### src/rtl/wsg_pkg.sv
package wsg_pkg;

    localparam int MODE_W = 2;

    typedef enum logic [MODE_W-1:0] {
        WM_OFF     = 2'b00,
        WM_FETCH   = 2'b01,
        WM_ALL     = 2'b10,
        WM_ALL_ALT = 2'b11
    } wmode_e;

    typedef struct packed {
        wmode_e mode;
    } mode_state_t;

    // Policy decision for one memory machine cycle.
    function automatic logic policy_wants_wait(
        input wmode_e mode,
        input logic   m1_n,
        input logic   rfsh_n,
        input logic   shared_hit
    );
        logic by_mode;
        case (mode)
            WM_OFF:   by_mode = 1'b0;
            WM_FETCH: by_mode = ~m1_n;
            default:  by_mode = 1'b1;
        endcase
        return by_mode & rfsh_n & ~shared_hit;
    endfunction

endpackage

### src/rtl/wsg_mode_reg.sv
module wsg_mode_reg
    import wsg_pkg::*;
(
    input  logic              clk,
    input  logic              rst_n,
    input  logic              wr_en,
    input  logic [MODE_W-1:0] wr_data,
    output wmode_e            mode_o
);

    mode_state_t st_d, st_q;

    always_comb begin
        st_d = st_q;
        if (wr_en) begin
            st_d.mode = wmode_e'(wr_data);
        end
    end

    always_ff @(posedge clk) begin
        if (!rst_n) begin
            st_q.mode <= WM_OFF;
        end else begin
            st_q <= st_d;
        end
    end

    assign mode_o = st_q.mode;

    // a write lands in the register at the edge it is presented
    assert_mode_load_R10: assert property (@(posedge clk) disable iff (!rst_n)
        wr_en |=> (mode_o == wmode_e'($past(wr_data))));

endmodule

### src/rtl/wsg_qualify.sv
module wsg_qualify
    import wsg_pkg::*;
(
    input  wmode_e mode,
    input  logic   m1_n,
    input  logic   rfsh_n,
    input  logic   shared_hit,
    output logic   want_wait
);

    always_comb begin
        want_wait = policy_wants_wait(mode, m1_n, rfsh_n, shared_hit);
    end

endmodule

### src/rtl/wsg_pulse.sv
module wsg_pulse #(
    parameter int WAIT_CYCLES = 1
) (
    input  logic clk,
    input  logic rst_n,
    input  logic mreq_n,
    input  logic want_wait,
    output logic wait_active
);

    localparam int CNT_W = (WAIT_CYCLES > 1) ? $clog2(WAIT_CYCLES) : 1;

    typedef struct packed {
        logic             armed;
        logic             active;
        logic [CNT_W-1:0] cnt;
    } pulse_state_t;

    pulse_state_t st_d, st_q;

    always_comb begin
        st_d = st_q;
        // running pulse: count down, drop when the last clock is done
        if (st_q.active) begin
            if (st_q.cnt == '0) begin
                st_d.active = 1'b0;
            end else begin
                st_d.cnt = st_q.cnt - 1'b1;
            end
        end
        // arming and the single decision per request
        if (mreq_n) begin
            st_d.armed = 1'b1;
        end else if (st_q.armed) begin
            st_d.armed = 1'b0;
            if (want_wait) begin
                st_d.active = 1'b1;
                st_d.cnt    = CNT_W'(WAIT_CYCLES - 1);
            end
        end
    end

    always_ff @(posedge clk) begin
        if (!rst_n) begin
            st_q.armed  <= 1'b1;
            st_q.active <= 1'b0;
            st_q.cnt    <= '0;
        end else begin
            st_q <= st_d;
        end
    end

    assign wait_active = st_q.active;

    // a pulse only starts from the armed state
    assert_start_needs_arm_R8: assert property (@(posedge clk) disable iff (!rst_n)
        $rose(st_q.active) |-> $past(st_q.armed));

    // no pulse starts while the request is inactive
    assert_no_start_idle_R9: assert property (@(posedge clk) disable iff (!rst_n)
        $rose(st_q.active) |-> !$past(mreq_n));

    generate
        if (WAIT_CYCLES == 1) begin : g_single
            // a single-clock pulse never lasts a second clock
            assert_one_clock_R5: assert property (@(posedge clk) disable iff (!rst_n)
                st_q.active |=> !st_q.active);
        end
    endgenerate

endmodule

### src/rtl/wait_state_gen.sv
module wait_state_gen
    import wsg_pkg::*;
#(
    parameter int WAIT_CYCLES = 1
) (
    input  logic              clk,
    input  logic              rst_n,
    input  logic              mreq_n,
    input  logic              m1_n,
    input  logic              rfsh_n,
    input  logic              shared_hit,
    input  logic              mode_we,
    input  logic [MODE_W-1:0] mode_wdata,
    output logic              wait_n
);

    wmode_e mode;
    logic   want_wait;
    logic   wait_active;

    wsg_mode_reg u_mode (
        .clk     (clk),
        .rst_n   (rst_n),
        .wr_en   (mode_we),
        .wr_data (mode_wdata),
        .mode_o  (mode)
    );

    wsg_qualify u_qual (
        .mode       (mode),
        .m1_n       (m1_n),
        .rfsh_n     (rfsh_n),
        .shared_hit (shared_hit),
        .want_wait  (want_wait)
    );

    wsg_pulse #(.WAIT_CYCLES(WAIT_CYCLES)) u_pulse (
        .clk         (clk),
        .rst_n       (rst_n),
        .mreq_n      (mreq_n),
        .want_wait   (want_wait),
        .wait_active (wait_active)
    );

    assign wait_n = ~wait_active;

    // disabled mode never produces a wait
    assert_off_quiet_R2: assert property (@(posedge clk) disable iff (!rst_n)
        $fell(wait_n) |-> ($past(mode) != WM_OFF));

    // fetch-only mode waits only on opcode fetches
    assert_fetch_only_R3: assert property (@(posedge clk) disable iff (!rst_n)
        ($fell(wait_n) && ($past(mode) == WM_FETCH)) |-> !$past(m1_n));

    // shared-region accesses are left to the other stall mechanism
    assert_no_shared_R6: assert property (@(posedge clk) disable iff (!rst_n)
        $fell(wait_n) |-> !$past(shared_hit));

    // refresh cycles are never lengthened
    assert_no_refresh_R7: assert property (@(posedge clk) disable iff (!rst_n)
        $fell(wait_n) |-> $past(rfsh_n));

endmodule

### config.mk
export PLATFORM = sky130hd
export DESIGN_NAME = wait_state_gen
export DESIGN_NICKNAME = d
export VERILOG_FILES = /design/src/rtl/wsg_pkg.sv /design/src/rtl/wsg_mode_reg.sv /design/src/rtl/wsg_qualify.sv /design/src/rtl/wsg_pulse.sv /design/src/rtl/wait_state_gen.sv
export SDC_FILE = /design/constraint.sdc
export NUM_CORES = 1
export LEC_CHECK = 0
export CAP_MARGIN = 20
export CORE_AREA = 2 2 39 41
export DETAILED_ROUTE_END_ITERATION = 7
export DIE_AREA = 0 0 41 43
export PLACE_DENSITY = 0.47
export SYNTH_ARGS = -nofsm -noshare
export SYNTH_HDL_FRONTEND = slang
export SYNTH_SLANG_ARGS = --single-unit
### constraint.sdc
create_clock -name clk -period 2.1 [get_ports clk]
set_clock_uncertainty 0.15 [all_clocks]
set_input_delay 0.42 -clock clk [delete_from_list [all_inputs] [get_ports clk]]
set_output_delay 0.42 -clock clk [all_outputs]
set_load 0.02 [all_outputs]
### Word level (Yosys, flattened, before mapping)

Cells that the tools add are included.

| word-level totals | value |
|---|---|
| output and inout port bits | 1 |
| logic and storage cells | 21 |
| flip-flop bits (word level) | 5 |
| bits of input ports | 9 |

| cells by class | value |
|---|---|
| bitwise logic cells | 6 |
| reductions and logical operators | 2 |
| $add $sub $neg | 1 |
| muxes and demuxes | 7 |
| equality and inequality tests | 1 |

Operators by type and width:

| kind | number |
|---|---|
| 2-to-1 mux 2 bit | 4 |
| NOT 1 bit | 4 |
| AND 1 bit | 2 |
| equality test 2 x 1 -> 1 bit, second input constant | 1 |
| zero test 2 bit | 1 |
| 2-to-1 mux 1 bit | 2 |
| case mux 1 bit (2 select lines) | 1 |
| OR reduction 2 bit | 1 |
| subtractor 1 bit, second input constant | 1 |

### Depth between registers and ports, before layout

| depth | value |
|---|---|
| depth in word-level cells | 7 |
| gate-level depth with buffers | 3 |
| gate-level depth less buffers | 3 |

### Cells and area by module

Synthesis repeated with hierarchy kept, for this count alone.

| unflattened totals | value |
|---|---|
| cell total of the unflattened synthesis | 19 |
| area total of the unflattened synthesis | 198.9 µm² |

Modules (own cells, without submodules):

| module | seq. area each (µm²) | cells an instance | area an instance (µm²) | instances |
|---|---|---|---|---|
| wsg_pulse | 60.1 | 9 | 102.6 | 1 |
| wsg_mode_reg | 40.0 | 6 | 72.6 | 1 |
| wsg_qualify | 0.0 | 3 | 20.0 | 1 |
| wait_state_gen | 0.0 | 1 | 3.8 | 1 |

### Worst setup path before layout

OpenSTA, ideal clock, no wires.

| timing path | value |
|---|---|
| path kind | in2reg |
| from | input mreq_n |
| to | register u_pulse.st_q[0] (netlist bit) |
| path slack | 0.927 ns |
| required time | 1.834 ns |
| arrival | 0.907 ns |
| path buffers | 0 |
| library setup time | 0.116 ns |
| stages | 3 |
| path through | and4bb_1 > o21ai_2 > and4_1 |

| on the way | value |
|---|---|
| longest elaborated chain between the ends | 1 |

Ends and longest elaborated chain:

| element | RTL line | source |
|---|---|---|
| start, declared | wait_state_gen.sv:8 | `input logic mreq_n,` |
| 2-to-1 mux 2 bit | wsg_pulse.sv:32 | `if (mreq_n) begin` |
| end signal, assigned | wsg_pulse.sv:49 | `st_q <= st_d;` |
| end, declared | wsg_pulse.sv:19 | `pulse_state_t st_d, st_q;` |

Every way passes these cells.
A chain may end at the register's enable or synchronous reset.

### Worst setup path after layout

| timing path | value |
|---|---|
| from | register u_pulse.st_q (netlist bit u_pulse.wait_active) |
| to | output wait_n |

| on the way | value |
|---|---|
| longest elaborated chain between the ends | 1 |

Ends and longest elaborated chain:

| element | RTL line | source |
|---|---|---|
| NOT 1 bit | wait_state_gen.sv:45 | `assign wait_n = ~wait_active;` |
| end, declared | wait_state_gen.sv:14 | `output logic wait_n` |

Every way passes these cells.

==> impl_metrics.py <==
metrics = {
    "sta": {
        "maxSlewHeadroom_pct": 85.5,
        "rsz0062_at_grt": "false",
        "finalSetupViolCount": 0,
        "final_hold_viol_count": 0,
        "tightest_slew_ps": 217,
        "drv_slew": 0,
        "fin_ws_ps": 325,
        "min_period_over_period_pct": 84.5,
        "fmax_ghz": 0.563,
        "period_minus_slack_ps": 1770,
        "setup_tns_ps": 0,
    },
    "floorplanning": {
        "core-area_mm2": 0.00138,
        "die_area_mm2": 0.00176,
        "initial_core_util_pct": 13.7,
        "die_w_um": 41,
        "rows": 14,
        "num_io_pins": 10,
        "fp.dieH_um": 43,
    },
    "drt": {
        "dr.pass1.iters": 1,
        "drt_iter0_drc": 0,
        "route.detailed.drc": 0,
        "ant_nets": 0,
        "vias_per_cell": 3.59,
        "wl_um": 419,
        "routedWlPerCell_um": 9.11,
        "vias": 165,
    },
    "clock_tree": {
        "cts_resized": 0,
        "cts_buffers": 3,
        "ctsHoldBuffers": 0,
        "cts.repair_timing.setup_buffer_count": 0,
        "tritoncts": "yes",
        "clk_latency_ps": 240,
        "htree_levels": 1,
        "clk_pin_slew_ps": 40,
        "cts_buffer_depth": 2,
        "cts_root_buffer": "clkbuf_4",
        "clkSinkCount": 5,
    },
    "critical_path": {
        "startpoint_type": "register",
        "cp-end-kind": "output port",
        "worstSetupStartpoint": "u_pulse.wait_active$_SDFF_PN0_",
        "worstRegToRegCells": 3,
        "r2r_start": "u_pulse.st_q[2]$_SDFF_PP1_",
        "critPathRequiredTime_ps": 1530,
        "worst_ep_arrival_time_ps": 1200,
        "critPathKind": "reg2out",
        "r2r-end": "u_pulse.st_q[0]$_SDFF_PN0_",
        "rrSetupSlack_ps": 1100,
        "worst-path-max-fanout": 2,
    },
    "placement": {
        "port_buffers": 9,
        "gp_congestion": 0.531,
        "dp_slack_ps": 439,
        "post-place-cells": 42,
        "hpwl_um": 310,
        "dpl_cell_area_um2": 300,
    },
    "power": {
        "seqPwrFrac_pct": 42.2,
        "vdd_drop_max_v": 0.000215,
        "total_leakage_power_nw": 0.125,
        "switching_power_uw": 48.2,
        "switching_share_pct": 20.3,
        "p_int_uw": 189,
        "power_frac_comb_pct": 10.4,
        "power_frac_clock_pct": 47.4,
        "power-per-cell-area_mw_per_mm2": 726,
    },
    "synth": {
        "synthSimpleGateAreaFrac_pct": 26.3,
        "synth_xor_area_share_pct": 0,
        "synth_cell_types": 10,
        "synthesis.area_um2": 190,
        "synth_top_family_by_area": "simple AND/OR/NAND/NOR gates",
        "yosysWarnings": 0,
        "syn_inst": 17,
        "synth_compound_gate_area_share_pct": 8.55,
        "synth_seq_cells": 5,
        "syn_nets": 26,
        "ys_seq_area_share_pct": 52.6,
        "muxShareOfSynthArea_pct": 10.5,
        "avgSynthCellArea_um2": 11.2,
        "synthAdderAreaFrac_pct": 0,
    },
    "cells_and_area": {
        "drive_gt1_share_pct": 13.3,
        "finalNetCount": 40,
        "final-instance-count-excl-fill": 46,
        "fillers": 155,
        "seq_area_um2": 100,
        "areaGrowthSynthToFinish_pct": 71.7,
        "n_antenna_cell": 0,
        "fin_util_pct": 23.6,
        "finalInstanceArea_um2": 327,
        "multiInputGateArea_um2": 86.3,
    },
    "min_path": {
        "worstHoldPathCells": 2,
        "min_from": "u_pulse.wait_active$_SDFF_PN0_",
        "min_to": "u_pulse.wait_active$_SDFF_PN0_",
        "hold_class": "reg2reg",
    },
    "global_routing": {
        "antenna_found_initial": 0,
        "grt_start_max_net_pins": 6,
        "grt_pass1_wl_um": 710,
        "grt_overflow": 0,
        "grt_pass1_vias": 183,
        "grt_usage_pct": 6.63,
    },
    "outcome": {
        "status": "finished clean",
    },
    "flow_run": {
        "drv_cap": 0,
    },
}
flip-flops by register name, summed over array words and instances (netlist names):
register,count
u_pulse.wait_active,1
u_pulse.st_q,2
u_mode.mode_o,2
worst max path at each step:
stage | endpoint | depth (start not counted) | slack [ps]
after floorplan | u_pulse.st_q[0]$_SDFF_PN0_ | 3 | 930
after global placement | u_pulse.st_q[0]$_SDFF_PN0_ | 4 | 460
after detailed placement | u_pulse.st_q[0]$_SDFF_PN0_ | 4 | 440
after CTS | wait_n | 2 | 310
after global routing | wait_n | 2 | 270
final | wait_n | 2 | 330
routing by layer:
layer | GRT usage [%] | up-vias | part of all wire (%)
li1 | - | 84 | -
met1 | 7.42 | 72 | 47
met2 | 7.50 | 9 | 37
met3 | 5.24 | 0 | 16
met4 | 6.00 | 0 | 0
met5 | 0 | - | 0
worst max-delay path: stages, from the launching register on:
cell and delay [ps]:
dfxtp_1 310, inv_1 60, clkdlybuf4s50_1 600
cell usage in the layout, fill, tap and decap left out:
cell type / instances
a21boi_1: 1
and4_1: 1
and4bb_1: 1
clkbuf_1: 1
clkbuf_4: 3
clkdlybuf4s50_1: 9
dfxtp_1: 5
inv_1: 1
mux2i_1: 2
nand2_1: 1
nand2b_1: 1
nor2b_1: 3
o21ai_2: 1
area by class of cell:
| cell class | count | share of cell area (%) |
|---|---|---|
| Clock buffer | 4 | 8.05 |
| Inverter | 1 | 1.15 |
| Multi-Input combinational cell | 11 | 26.4 |
| Sequential cell | 5 | 30.7 |
| Tap cell | 16 | 6.13 |
| Timing Repair Buffer | 9 | 27.6 |
power by group through the flow:
stage / clock, mW / sequential [mW] / combinational [mW]
finish: 0.112 / 0.100 / 0.0247
global placement: 0 / 0.102 / 0.0242
global route: 0.124 / 0.100 / 0.0269
CTS: 0.120 / 0.100 / 0.0251
floorplan: 0 / 0.102 / 0.00722
detailed placement: 0 / 0.102 / 0.0249
through the flow:
| stage | power (mW) | hold slack (ps) |
|---|---|---|
| 2_1_floorplan | 0.109 | 285 |
| 3_3_place_gp | 0.126 | 292 |
| 3_5_place_dp | 0.127 | 306 |
| 4_1_cts | 0.245 | 318 |
| 5_1_grt | 0.251 | 349 |
| 6_report | 0.237 | 315 |
kinds of logic after synthesis:
group	after synthesis
flip-flops	5
buffers and inverters	1
AO/OA/AOI/OAI	2
AND/OR/NAND/NOR	7
multiplexers	2
Yosys cell counts:
master	count	area [um^2]
a21boi_1	1	7.51
and4_1	1	8.76
nand2_1	1	3.75
inv_1	1	3.75
nand2b_1	1	6.26
nor2b_1	3	18.8
dfxtp_1	5	100
and4bb_1	1	12.5
mux2i_1	2	20.0
o21ai_2	1	8.76
Note: power is estimated with default switching activity, not from simulation.
